$ cat src/rtl/pll_bw_pkg.sv
package pll_bw_pkg;

    localparam logic ADDR_CTRL = 1'b0;
    localparam logic ADDR_BW   = 1'b1;

    localparam int CTRL_EN_BIT   = 0;
    localparam int CTRL_IE_BIT   = 1;
    localparam int CTRL_SEL_BIT  = 2;
    localparam int CTRL_FLAG_BIT = 7;
    localparam int BW_AUTO_BIT   = 0;
    localparam int BW_TRK_BIT    = 1;
    localparam int BW_LOCK_BIT   = 2;

    typedef struct packed {
        logic vco_sel;
        logic irq_en;
        logic pll_en;
    } ctrl_t;

    typedef struct packed {
        logic sw_track;
        logic auto_mode;
    } bw_t;

    typedef enum logic {
        MS_IDLE = 1'b0,
        MS_RUN  = 1'b1
    } meter_state_e;

    function automatic int unsigned abs_diff(input int unsigned a, input int unsigned b);
        return (a > b) ? (a - b) : (b - a);
    endfunction

endpackage

$ cat src/rtl/pll_freq_meter.sv
module pll_freq_meter
    import pll_bw_pkg::*;
#(
    parameter int EXP_COUNT   = 40,
    parameter int REF_PER_WIN = 4,
    parameter int CW          = 8
) (
    input  logic          clk,
    input  logic          rst,
    input  logic          enable,
    input  logic          ref_tick,
    input  logic          vco_tick,
    output logic          err_valid,
    output logic [CW-1:0] err
);
    localparam int RW = (REF_PER_WIN > 1) ? $clog2(REF_PER_WIN) : 1;
    localparam logic [RW-1:0] REF_LAST = RW'(REF_PER_WIN - 1);

    meter_state_e  state_q;
    logic [CW-1:0] vco_cnt_q;
    logic [RW-1:0] ref_cnt_q;
    logic [CW:0]   sum;
    logic [CW-1:0] cnt_sat;
    logic          win_end;

    always_comb begin
        sum     = {1'b0, vco_cnt_q} + (CW+1)'(vco_tick);
        cnt_sat = sum[CW] ? '1 : sum[CW-1:0];
        win_end = (state_q == MS_RUN) && ref_tick && (ref_cnt_q == REF_LAST);
    end

    always_ff @(posedge clk) begin
        if (rst || !enable) begin
            state_q   <= MS_IDLE;
            vco_cnt_q <= '0;
            ref_cnt_q <= '0;
            err_valid <= 1'b0;
            err       <= '0;
        end else begin
            err_valid <= 1'b0;
            case (state_q)
                MS_IDLE: begin
                    if (ref_tick) begin
                        state_q   <= MS_RUN;
                        vco_cnt_q <= '0;
                        ref_cnt_q <= '0;
                    end
                end
                default: begin
                    if (win_end) begin
                        err_valid <= 1'b1;
                        err       <= CW'(abs_diff(int'(cnt_sat), EXP_COUNT));
                        vco_cnt_q <= '0;
                        ref_cnt_q <= '0;
                    end else begin
                        vco_cnt_q <= cnt_sat;
                        if (ref_tick) ref_cnt_q <= ref_cnt_q + RW'(1);
                    end
                end
            endcase
        end
    end

    // a disabled meter produces no result
    assert_meter_quiet_R7: assert property (@(posedge clk) disable iff (rst)
        !enable |=> !err_valid);

endmodule

$ cat src/rtl/pll_hyst_flag.sv
module pll_hyst_flag #(
    parameter int CW    = 8,
    parameter int ENTER = 2,
    parameter int EXIT  = 6
) (
    input  logic          clk,
    input  logic          rst,
    input  logic          clear,
    input  logic          upd,
    input  logic [CW-1:0] err,
    output logic          flag,
    output logic          flag_nxt
);
    always_comb begin
        flag_nxt = flag;
        if (clear)                     flag_nxt = 1'b0;
        else if (upd && err <= CW'(ENTER)) flag_nxt = 1'b1;
        else if (upd && err >  CW'(EXIT))  flag_nxt = 1'b0;
    end

    always_ff @(posedge clk) begin
        if (rst) flag <= 1'b0;
        else     flag <= flag_nxt;
    end

    // entry only from an in-tolerance window
    assert_rise_in_tol_R2_R3: assert property (@(posedge clk) disable iff (rst)
        $rose(flag) |-> ($past(upd) && ($past(err) <= CW'(ENTER))));

    // exit only on forced clear or a window beyond the exit tolerance
    assert_fall_out_tol_R2_R3: assert property (@(posedge clk) disable iff (rst)
        $fell(flag) |-> ($past(clear) || ($past(upd) && ($past(err) > CW'(EXIT)))));

endmodule

$ cat src/rtl/pll_bw_ctrl.sv
module pll_bw_ctrl
    import pll_bw_pkg::*;
#(
    parameter int EXP_COUNT   = 40,
    parameter int REF_PER_WIN = 4,
    parameter int LOCK_ENTER  = 2,
    parameter int LOCK_EXIT   = 6,
    parameter int TRACK_ENTER = 4,
    parameter int TRACK_EXIT  = 10
) (
    input  logic       clk,
    input  logic       rst,
    input  logic       ref_tick,
    input  logic       vco_tick,
    input  logic       wr_en,
    input  logic       wr_addr,
    input  logic [7:0] wr_data,
    input  logic       rd_addr,
    output logic [7:0] rd_data,
    output logic       pll_on,
    output logic       filter_track,
    output logic       base_sel_vco,
    output logic       lock,
    output logic       irq
);
    localparam int CW = $clog2(4 * EXP_COUNT);

    ctrl_t         ctrl_q;
    bw_t           bw_q;
    logic          flag_q;
    logic          wr_ctrl, wr_bw, status_clear;
    logic          err_valid;
    logic [CW-1:0] err;
    logic          lock_nxt, hw_track, hw_track_nxt;
    logic          lock_event;

    assign wr_ctrl      = wr_en && (wr_addr == ADDR_CTRL);
    assign wr_bw        = wr_en && (wr_addr == ADDR_BW);
    assign status_clear = !ctrl_q.pll_en || !bw_q.auto_mode;
    assign lock_event   = (lock_nxt != lock) && ctrl_q.pll_en && bw_q.auto_mode && ctrl_q.irq_en;

    always_ff @(posedge clk) begin
        if (rst) begin
            ctrl_q <= '0;
            bw_q   <= '0;
            flag_q <= 1'b0;
        end else begin
            if (wr_ctrl) begin
                ctrl_q.pll_en  <= wr_data[CTRL_EN_BIT];
                ctrl_q.irq_en  <= wr_data[CTRL_IE_BIT];
                ctrl_q.vco_sel <= wr_data[CTRL_SEL_BIT];
            end
            if (wr_bw) begin
                bw_q.auto_mode <= wr_data[BW_AUTO_BIT];
                if (!bw_q.auto_mode) bw_q.sw_track <= wr_data[BW_TRK_BIT];
            end
            if (lock_event)
                flag_q <= 1'b1;
            else if (wr_ctrl && wr_data[CTRL_FLAG_BIT])
                flag_q <= 1'b0;
        end
    end

    pll_freq_meter #(
        .EXP_COUNT  (EXP_COUNT),
        .REF_PER_WIN(REF_PER_WIN),
        .CW         (CW)
    ) u_meter (
        .clk      (clk),
        .rst      (rst),
        .enable   (ctrl_q.pll_en),
        .ref_tick (ref_tick),
        .vco_tick (vco_tick),
        .err_valid(err_valid),
        .err      (err)
    );

    pll_hyst_flag #(.CW(CW), .ENTER(LOCK_ENTER), .EXIT(LOCK_EXIT)) u_lock (
        .clk     (clk),
        .rst     (rst),
        .clear   (status_clear),
        .upd     (err_valid),
        .err     (err),
        .flag    (lock),
        .flag_nxt(lock_nxt)
    );

    pll_hyst_flag #(.CW(CW), .ENTER(TRACK_ENTER), .EXIT(TRACK_EXIT)) u_track (
        .clk     (clk),
        .rst     (rst),
        .clear   (status_clear),
        .upd     (err_valid),
        .err     (err),
        .flag    (hw_track),
        .flag_nxt(hw_track_nxt)
    );

    assign pll_on       = ctrl_q.pll_en;
    assign base_sel_vco = ctrl_q.vco_sel;
    assign filter_track = bw_q.auto_mode ? hw_track : bw_q.sw_track;
    assign irq          = flag_q && ctrl_q.irq_en && bw_q.auto_mode;

    always_comb begin
        rd_data = '0;
        if (rd_addr == ADDR_CTRL) begin
            rd_data[CTRL_EN_BIT]   = ctrl_q.pll_en;
            rd_data[CTRL_IE_BIT]   = ctrl_q.irq_en;
            rd_data[CTRL_SEL_BIT]  = ctrl_q.vco_sel;
            rd_data[CTRL_FLAG_BIT] = flag_q;
        end else begin
            rd_data[BW_AUTO_BIT] = bw_q.auto_mode;
            rd_data[BW_TRK_BIT]  = filter_track;
            rd_data[BW_LOCK_BIT] = lock;
        end
    end

    // manual mode forces lock low on the following edge
    assert_manual_no_lock_R6: assert property (@(posedge clk) disable iff (rst)
        !bw_q.auto_mode |=> !lock);

    // flag only rises with automatic mode, PLL and interrupts enabled
    assert_flag_gated_R4: assert property (@(posedge clk) disable iff (rst)
        $rose(flag_q) |-> $past(bw_q.auto_mode && ctrl_q.irq_en && ctrl_q.pll_en));

    // lock cannot be set while the PLL is off
    assert_off_no_lock_R7: assert property (@(posedge clk) disable iff (rst)
        !ctrl_q.pll_en |=> !lock);

endmodule

$ cat config.mk
export PLATFORM = sky130hd
export DESIGN_NAME = pll_bw_ctrl
export DESIGN_NICKNAME = d
export VERILOG_FILES = /design/src/rtl/pll_bw_pkg.sv /design/src/rtl/pll_freq_meter.sv /design/src/rtl/pll_hyst_flag.sv /design/src/rtl/pll_bw_ctrl.sv
export SDC_FILE = /design/constraint.sdc
export NUM_CORES = 1
export LEC_CHECK = 0
export ABC_AREA = 1
export BUFFER_PORTS_ARGS = -buffer_cell sky130_fd_sc_hd__buf_2
export CORE_ASPECT_RATIO = 0.7
export CORE_MARGIN = 2
export CORE_UTILIZATION = 51
export CTS_BUF_LIST = sky130_fd_sc_hd__clkbuf_16
export CTS_CLUSTER_SIZE = 20
export DETAILED_ROUTE_END_ITERATION = 10
export PLACE_DENSITY_LB_ADDON = 0.08
export REMOVE_ABC_BUFFERS = 1
export SKIP_CTS_REPAIR_TIMING = 1
export SLEW_MARGIN = 20
export SYNTH_ARGS = -nofsm -noshare
export SYNTH_HDL_FRONTEND = slang
export SYNTH_SLANG_ARGS = --single-unit
$ cat constraint.sdc
create_clock -name clk -period 2 [get_ports clk]
set_clock_uncertainty 0.05 [all_clocks]
set_input_delay 0.1 -clock clk [delete_from_list [all_inputs] [get_ports clk]]
set_output_delay 0.1 -clock clk [all_outputs]
set_load 0.005 [all_outputs]
==> results.toml <==
[timing]
tightest_slew_ps = 603
worst_slew_margin_rel = 0.596
grt_setup_unrepaired = "true"
fmax_mhz = 473
period_share = 1.06
setup_ws_ps = -115
drv_slew = 0
finalHoldViolations = 0
fin_crit_ps = 2110
hold_slack_ps = 20.6
finalSetupViolations = 6

[worst_setup_path]
arrival_ps = 2270
crit_path_end_kind = "register"
timing.rr.end = "u_meter.err[1]$_SDFFE_PP0P_"
critPathLaunchType = "register"
path_class = "register to register"
cp_slowest_cell = "dfxtp_2"
critPathBufInv = 2
required_ps = 2160
ff2ff_setup_slack_ps = -110
timing.rr.start = "u_meter.vco_cnt_q[0]$_SDFFE_PP0P_"
crit_path_max_incr_delay_ps = 340
r2r_cells = 16
critical_path.startpoint = "u_meter.vco_cnt_q[0]$_SDFFE_PP0P_"
crit_family = "simple AND/OR/NAND/NOR gates"
crit_chain = "ha_4 > ha_4 > nand2_4 > nor2_8 > nand2_4 > inv_4 > nor2_4 > ha_4 > inv_4 > nor2_4 > nand3_2 > nand3_4 > nand2_4 > nand2_1 > nand3_1 > a21oi_2"
worstPathMaxFanout = 8

[synth]
yosysMostFrequentCell = "nand2_1"
ys.flop_type = "dfxtp_1"
synth_edf_count = 0
synth_area_leader_cell = "dfxtp_1"
synth-seq-area-share = 0.310
ys_async_sr_fraction = 0
netlist_instances = 265
synth_top_area_share = 0.310
syn_area_um2 = 1810
synth-seq-cells = 28
synth.area.top_cells = "dfxtp_1 31%, nand2_1 13%, inv_1 7.9%, nand3_1 5.5%, a21oi_1 5.3%"
yosys_warnings = 0
synthTopCellsByCount = "64 x nand2_1, 38 x inv_1, 28 x dfxtp_1"
synth_cell_type_count = 34
syn_area_per_cell_um2 = 6.82

[grt]
grt-ovfl-total = 0
grt_start_max_net_pins = 19
grtUsageTotal = 0.206
grt_pass1_vias = 1437
grt_pass1_wl_mm = 6.34
antenna_found_initial = 0

[power_and_ir_drop]
switching_share = 0.206
irDropWorstVdd_mv = 0.361
share_comb_of_total_power = 0.063
p_clk_frac = 0.482
p_int_w = 0.000994
power.switching_w = 0.000257
power.density_nw_per_um2 = 531
p_leak_nw = 1.08
pwr-share-seq = 0.455

[clocking]
cts_sinks = 28
clock_path_buffers = 2
cts_tree = "done"
clock-root-buffer = "clkbuf_16"
htreeDepth = 1
cts_made_buffers = 3
clk_pin_slew_worst_paths_ps = 70
insertion_delay_ps = 270

[cells_and_area]
fin_nets = 334
drive_above_1_share = 0.301
diodes = 0
fillers = 309
areaGrowthSynthToFinish_pct = 30.3
final_cell_area_um2 = 2360

[die]
rows = 18
die_area_um2 = 4050
coreArea_um2 = 3470
io-pin-count = 28
die_w_um = 75.2
fp.dieH_um = 53.8
initial_core_util = 0.521

[placed_design]
gp_congestion = 0.848
placed_area_um2 = 2090
io_buffers = 19
hpwl_mm = 3.04

[worst_hold_path]
holdCritStartpoint = "ref_tick"
hold_path_class = "input port to register"
min_delay_path_depth = 2
min_to = "u_meter.ref_cnt_q[0]$_SDFFE_PP0P_"

[detailed_routing]
drt_iter0_markers = 78
detail-route-antenna-nets = 0
detail_route.wl_per_cell_um = 11.6
drc = 0
dr.pass1.iters = 4
via_per_inst = 4.86
finalWirelength_mm = 4.21
num_vias = 1759

[status]
violations = "negative setup slack"
status = "finished, violations left"

[run]
cap_violations = 0
[power groups by stage]
| stage | registers (W) | logic, W | clock network (W) |
|---|---|---|---|
| floorplan | 0.000582 | 0.0000358 | 0 |
| global placement | 0.000582 | 0.0000703 | 0 |
| detailed placement | 0.000582 | 0.0000702 | 0 |
| CTS | 0.000569 | 0.0000706 | 0.000612 |
| global route | 0.000570 | 0.0000896 | 0.000629 |
| finish | 0.000569 | 0.0000787 | 0.000603 |
[layer usage]
| metal | global-route usage | up-vias | part of all wire | wire length (µm) |
|---|---|---|---|---|
| met5 | 0 | - | 0 | 0 |
| met3 | 0.0412 | 6 | 0.039 | 163 |
| met4 | 0.0468 | 0 | 0.0081 | 34 |
| met2 | 0.276 | 28 | 0.39 | 1630 |
| li1 | - | 947 | - | - |
| met1 | 0.328 | 778 | 0.57 | 2380 |
[flip-flops by register name, summed over array words and instances, names as in the netlist]
signal and flops:
bw_q 2, u_meter.state_q 1, base_sel_vco 1, pll_on 1, u_meter.err 8, u_meter.ref_cnt_q 2, u_meter.vco_cnt_q 8, u_track.flag 1
ctrl_q 1, flag_q 1, u_meter.err_valid 1, u_lock.flag 1
[metrics by stage]
step / setup WS [ps] / setup TNS, ps / std cells / power (W) / util
2_1_floorplan: -182 / -1020 / 262 / 0.000617 / -
6_report: -115 / -611 / 362 / 0.00125 / 0.679
5_1_grt: -215 / -1220 / 362 / 0.00129 / 0.679
3_3_place_gp: -165 / -918 / 352 / 0.000653 / 0.601
3_5_place_dp: -223 / -1260 / 352 / 0.000653 / 0.601
4_1_cts: -241 / -1360 / 356 / 0.00125 / 0.632
[cell families after synthesis]
family / synth area share
adders and majority gates: 0.0415
xor gates and xnor gates: 0.00485
DFF: 0.310
and+or+nand+nor: 0.372
buffers and inverters: 0.120
AOI/OAI and AO/OA: 0.149
other: 0.00207
[final cells by class]
cell class                 count  area [µm²]  area share
clock inverter                 1        30.0      0.0127
timing repair buffer          46         298       0.126
sequential                    28         562       0.238
clock buffer                   3        75.1      0.0319
inverter                      44         173      0.0733
multi-input combinational    190        1160       0.491
tap                           50        62.6      0.0266
[worst max-delay path by stage]
stage | end | slack (ps) | depth (start not counted)
2_1_floorplan | u_meter.err[5]$_SDFFE_PP0P_ | -180 | 17
3_3_place_gp | u_meter.err[5]$_SDFFE_PP0P_ | -170 | 17
3_5_place_dp | u_meter.err[5]$_SDFFE_PP0P_ | -220 | 17
4_1_cts | u_meter.err[5]$_SDFFE_PP0P_ | -240 | 17
5_1_grt | u_meter.err[4]$_SDFFE_PP0P_ | -210 | 16
6_report | u_meter.err[1]$_SDFFE_PP0P_ | -110 | 16
[cell usage in the layout, fill, tap and decap left out, drive strengths merged, types with 5 or more instances in the layout]
master | synthesis | routed
nand2 | 74 | 74
buf | 6 | 46
inv | 41 | 41
dfxtp | 28 | 28
nor2 | 24 | 24
nand3 | 24 | 24
a21oi | 20 | 20
o21ai | 14 | 14
nand4 | 6 | 6
ha | 6 | 6
a211oi | 5 | 5
Note: power is estimated with default switching activity, not from simulation.
